## config.mk

```make
export PLATFORM = sky130hd
export DESIGN_NAME = trail_zero_count
export DESIGN_NICKNAME = d
export VERILOG_FILES = /design/src/rtl/tzc_pkg.sv /design/src/rtl/tzc_ctrl.sv /design/src/rtl/tzc_datapath.sv /design/src/rtl/trail_zero_count.sv
export SDC_FILE = /design/constraint.sdc
export NUM_CORES = 1
export LEC_CHECK = 0
export BUFFER_PORTS_ARGS = -buffer_cell sky130_fd_sc_hd__buf_2
export CAP_MARGIN = 15
export CORE_UTILIZATION = 45
export CTS_BUF_LIST = sky130_fd_sc_hd__clkbuf_16
export CTS_CLUSTER_DIAMETER = 50
export DETAILED_ROUTE_END_ITERATION = 12
export PLACE_DENSITY = 0.88
export SYNTH_ARGS = -nofsm -noshare
export SYNTH_HDL_FRONTEND = slang
export SYNTH_SLANG_ARGS = --single-unit
export TNS_END_PERCENT = 20
```

## constraint.sdc

```tcl
create_clock -name clk -period 2.9 [get_ports clk]
set_input_delay 0.58 -clock clk [delete_from_list [all_inputs] [get_ports clk]]
set_output_delay 0.58 -clock clk [all_outputs]
set_load 0.01 [all_outputs]
```

## src/rtl/tzc_pkg.sv

```systemverilog
package tzc_pkg;

  // strobes handed from control to datapath
  typedef struct packed {
    logic load;   // capture the freshly encoded count
    logic clear;  // force the count register to zero
  } tzcStrobes_t;

endpackage

```

## src/rtl/tzc_ctrl.sv

```systemverilog
module tzc_ctrl
  import tzc_pkg::*;
#(
  parameter bit REG_OUT = 1'b1
) (
  input  logic        clk,
  input  logic        rst,
  input  logic        inValid,
  output tzcStrobes_t strobes,
  output logic        outValid
);

  always_comb begin
    strobes.clear = rst;
    strobes.load  = inValid && !rst;
  end

  generate
    if (REG_OUT) begin : gRegValid
      logic validQ;
      always_ff @(posedge clk) begin
        if (rst) validQ <= 1'b0;
        else     validQ <= inValid;
      end
      assign outValid = validQ;
    end else begin : gCombValid
      assign outValid = inValid;
    end
  endgenerate

endmodule

```

## src/rtl/tzc_datapath.sv

```systemverilog
module tzc_datapath
  import tzc_pkg::*;
#(
  parameter int DATA_W       = 32,
  parameter bit REG_OUT      = 1'b1,
  parameter bit USE_SUB_FORM = 1'b0,
  localparam int IDX_W = $clog2(DATA_W),
  localparam int CNT_W = IDX_W + 1
) (
  input  logic              clk,
  input  tzcStrobes_t       strobes,
  input  logic [DATA_W-1:0] inData,
  output logic [CNT_W-1:0]  outCount,
  output logic [CNT_W-1:0]  sumCount,
  output logic [CNT_W-1:0]  subCount
);

  // bit i of the mask is set when bit k of index i is set
  function automatic logic [DATA_W-1:0] oddMask(input int k);
    logic [DATA_W-1:0] m;
    for (int i = 0; i < DATA_W; i++) m[i] = ((i >> k) & 1) == 1;
    return m;
  endfunction

  logic [DATA_W-1:0] isolated;
  logic              nonZero;
  logic [IDX_W-1:0]  deductBits;
  logic [CNT_W-1:0]  subStart;
  logic [CNT_W-1:0]  nextCount;

  assign isolated = inData & (~inData + DATA_W'(1));
  assign nonZero  = |inData;

  // sum form: each count bit is one masked reduction
  genvar k;
  generate
    for (k = 0; k < IDX_W; k++) begin : gSumBit
      assign sumCount[k] = |(isolated & oddMask(k));
    end
  endgenerate
  assign sumCount[IDX_W] = ~nonZero;

  // descending form: start from the top index and remove halving steps
  generate
    for (k = 0; k < IDX_W; k++) begin : gSubStep
      assign deductBits[k] = |(isolated & ~oddMask(k));
    end
  endgenerate
  assign subStart = nonZero ? CNT_W'(DATA_W - 1) : CNT_W'(DATA_W);
  assign subCount = subStart - {1'b0, deductBits};

  generate
    if (USE_SUB_FORM) begin : gPickSub
      assign nextCount = subCount;
    end else begin : gPickSum
      assign nextCount = sumCount;
    end
  endgenerate

  generate
    if (REG_OUT) begin : gRegCount
      logic [CNT_W-1:0] countQ;
      always_ff @(posedge clk) begin
        if (strobes.clear)     countQ <= '0;
        else if (strobes.load) countQ <= nextCount;
      end
      assign outCount = countQ;
    end else begin : gCombCount
      assign outCount = nextCount;
    end
  endgenerate

endmodule

```

## src/rtl/trail_zero_count.sv

```systemverilog
module trail_zero_count
  import tzc_pkg::*;
#(
  parameter int DATA_W       = 32,
  parameter bit REG_OUT      = 1'b1,
  parameter bit USE_SUB_FORM = 1'b0,
  localparam int CNT_W = $clog2(DATA_W) + 1
) (
  input  logic              clk,
  input  logic              rst,
  input  logic              inValid,
  input  logic [DATA_W-1:0] inData,
  output logic              outValid,
  output logic [CNT_W-1:0]  outCount
);

  tzcStrobes_t      strobes;
  logic [CNT_W-1:0] sumCount;
  logic [CNT_W-1:0] subCount;

  tzc_ctrl #(.REG_OUT(REG_OUT)) ctrl_i (
    .clk      (clk),
    .rst      (rst),
    .inValid  (inValid),
    .strobes  (strobes),
    .outValid (outValid)
  );

  tzc_datapath #(
    .DATA_W       (DATA_W),
    .REG_OUT      (REG_OUT),
    .USE_SUB_FORM (USE_SUB_FORM)
  ) dp_i (
    .clk      (clk),
    .strobes  (strobes),
    .inData   (inData),
    .outCount (outCount),
    .sumCount (sumCount),
    .subCount (subCount)
  );

endmodule

```

==> reports/results.ini <==
[timing]
fin_setup_tns_ns=0
finClkSkew_ns=0
slew_violations=0
hold_viol_final=0
max_freq_mhz=457.8
grt_setup_unrepaired=no
worst_slew_pin_slew_ns=0.6111
timing.slew.headroom_pct=58.95
finalSetupViolations=0
timing.final.crit_share_pct=75.32
fin_crit_ns=2.184

[global_routing]
largest_net_degree_at_the_start_of_global_routing=10
global_route.usage.total_pct=24.42
first_global_vias=926
gr-total-overflow=0
grt_antenna_before_repair=0
grt_pass1_wl_mm=3.684

[detailed_routing]
detail-route-antenna-nets=0
detail_route.wirelength_mm=2.305
vias_per_std_cell=5.967
num_vias=1074
drt-wirelength-per-cell_um=12.81
drt_first_pass_iters=4
remaining_drc_errors=0
first_iter_violations=45

[power]
combinationalPowerShare_pct=22.4
seqPwrFrac_pct=24.6
power.leakage_nw=0.4340
p_clk_share_pct=53.1
switching_share_pct=24.41
power_density_over_the_cells_mw_per_mm2=379.8
internal_power_w=0.0003230
switching_power_w=0.0001043
worst_ir_drop_vdd_uv=211.9

[clocking]
cts.sink_count=7
clock_pin_slew_worst_setup_and_hold_paths_ns=0.03
numCtsBuffers=3
worst_skew_pair.late_latency_ns=0.23
clock_tree.htree_level_count=1
number_of_gates_resized_after_cts=0
clock_path_buffers=2
post_cts_hold_buffer_count=0
ctsRootBufferMaster=sky130_fd_sc_hd__clkbuf_16
clock_tree_from_tritoncts=yes
cts_setup_buffers=0

[synth]
syn_avg_cell_area_um2=7.429
synth_cells=112
synthesis.area_um2=832.0
netlist-cell-type-count=43
synth-warning-count=0
postSynthNetCount=147
postSynthRegisterBits=7
synth_sequential_area_ratio_pct=16.84

[final_layout]
areaGrowthSynthToFinish_pct=35.19
diodes=0
fillerInstances=153
final_cells=180
ratio_of_cells_with_drive_above_1_in_the_final_layout_pct=34.19
final_core_utilization_pct=65.14
design.final.nets=191

[min_path]
hold_class=flop to flop

[placed_design]
numPlacedInstances=176
portBuffers=41
gp_routability_congestion=0.9011
dp.final_hpwl_mm=1.946

[setup_path]
timing.critical_path.fanout_max=4
critical_path_arrival_ns=2.31
cp-end-kind=flop
start_kind=input port
cp_data_required_time_ns=3.02
worst-setup-path-type=input port to flop

[die]
pin_count=42
die_x_um=45
floorplan.initialDensity_pct=48.19
die_area_mm2=0.002025
floorplan.core_area_mm2=0.001727
fp-row-count=15
die-height_um=45

[outcome]
outcome=complete, no violations

[run]
maxCapViolCount=0

## cell type report
| type | count | area (µm²) | area share (%) |
|---|---|---|---|
| clock buffers | 3 | 75.07 | 6.674 |
| repair buffers | 41 | 205.2 | 18.24 |
| clock inverters | 1 | 3.754 | 0.3337 |
| inverters | 3 | 11.26 | 1.001 |
| well taps | 25 | 31.28 | 2.781 |
| flip-flops and latches | 7 | 140.1 | 12.46 |
| multi-input cells | 100 | 658.1 | 58.51 |
## metrics by stage
| step | setup slack (ns) | hold WS, ns | area, µm² | power, W |
|---|---|---|---|---|
| 2_1_floorplan | 0.7179 | 0.4830 | 832.0 | 0.0001512 |
| 3_3_place_gp | 0.5644 | 0.4498 | 1046 | 0.0001970 |
| 3_5_place_dp | 0.4745 | 0.4643 | 1046 | 0.0002009 |
| 4_1_cts | 0.7089 | 0.4688 | 1125 | 0.0004308 |
| 5_1_grt | 0.5968 | 0.4841 | 1125 | 0.0004481 |
| 6_report | 0.7157 | 0.4615 | 1125 | 0.0004272 |
## routing by layer
metal  up-vias  GRT usage, %  part of all wire, %  routed length, µm
met5         -             0                    0                  0
met4         0         8.485                 0.74                 17
met3         4         2.800                  7.5                172
met2        54         42.61                   50               1146
met1       484         30.75                   42                968
li1        532             -                    -                  -
## sequential cells by signal (all words and copies together), names as in the netlist
signal           cells
ctrl_i.outValid      1
dp_i.outCount        6
## layout by cell type (no fill, tap or decap), types with 2 or more instances in the layout
cell type / Yosys / routed
sky130_fd_sc_hd__inv_1: 3 / 4
sky130_fd_sc_hd__or4_4: 2 / 2
sky130_fd_sc_hd__nor3_2: 2 / 2
sky130_fd_sc_hd__o21bai_1: 5 / 5
sky130_fd_sc_hd__a21oi_1: 8 / 8
sky130_fd_sc_hd__nor3b_1: 2 / 2
sky130_fd_sc_hd__nand3_1: 3 / 3
sky130_fd_sc_hd__o21ai_0: 4 / 4
sky130_fd_sc_hd__a41oi_1: 2 / 2
sky130_fd_sc_hd__nand2_1: 4 / 4
sky130_fd_sc_hd__nor3_1: 8 / 8
sky130_fd_sc_hd__a311oi_1: 4 / 4
sky130_fd_sc_hd__buf_2: 0 / 41
sky130_fd_sc_hd__a211oi_1: 2 / 2
sky130_fd_sc_hd__nor2b_1: 5 / 5
sky130_fd_sc_hd__nor4_1: 4 / 4
sky130_fd_sc_hd__clkbuf_16: 0 / 3
sky130_fd_sc_hd__nor2_1: 19 / 19
sky130_fd_sc_hd__a31oi_1: 2 / 2
sky130_fd_sc_hd__dfxtp_1: 7 / 7
## worst paths after layout
| kind | startpoint | to | slack [ns] | cells past startpoint |
|---|---|---|---|---|
| worst max-delay path | inData[2] | dp_i.outCount[2] | 0.72 | 6 |
| worst min-delay path | dp_i.outCount[5] | dp_i.outCount[5] | 0.46 | 2 |
| worst max register to register | dp_i.outCount[2] | dp_i.outCount[2] | 2.15 | 2 |
| worst min register to register | dp_i.outCount[5] | dp_i.outCount[5] | 0.46 | 2 |
## cells in the mapped netlist (all sizes together)
cell	n	area (µm²)
nand3b	1	7.510
a211o	1	8.760
a221o	1	10.01
a32oi	1	8.760
o21ai	5	25.02
or2	1	6.260
nor2b	5	31.28
inv	3	11.26
or4	3	30.03
nand4b	1	8.760
a41oi	2	17.52
nor3b	2	15.01
nor3	10	60.06
nand3	4	25.02
or4b	1	10.01
nand4	2	27.53
o211ai	1	7.510
a2111o	1	11.26
a21boi	2	15.02
a31oi	2	12.51
o31ai	1	7.510
nand2	4	15.01
o2111ai	1	8.760
buf	2	22.52
nor4	5	46.29
nand2b	1	6.260
o21bai	5	37.54
a211oi	2	15.01
nor2	20	82.58
or3	2	17.52
a21oi	8	40.04
dfxtp	7	140.1
a311oi	4	35.03
a31o	1	8.760
## power by group through the flow
stage / logic [W] / registers [W] / clock network, W
final: 0.0000955 / 0.000105 / 0.000227
after detailed placement: 0.0000944 / 0.000106 / 0
after global routing: 0.000106 / 0.000106 / 0.000237
after CTS: 0.0000947 / 0.000105 / 0.000231
after floorplan: 0.0000423 / 0.000109 / 0
after global placement: 0.0000912 / 0.000106 / 0
## worst max-delay path: stages
cell	delay (ns)
sky130_fd_sc_hd__buf_2	0.11
sky130_fd_sc_hd__or4_4	0.54
sky130_fd_sc_hd__or4_4	0.56
sky130_fd_sc_hd__nor2_4	0.14
sky130_fd_sc_hd__a21oi_1	0.08
sky130_fd_sc_hd__a311oi_1	0.30
## kinds of logic (layout without fill, tap and decap cells)
| family | count (synthesis) | in the layout | share of synthesized area [%] |
|---|---|---|---|
| AO/OA/AOI/OAI | 38 | 38 | 32.33 |
| flip-flops | 7 | 7 | 16.84 |
| AND/OR/NAND/NOR | 62 | 62 | 46.77 |
| buffers and inverters | 5 | 48 | 4.060 |
Power figures use the tool's default switching activity.
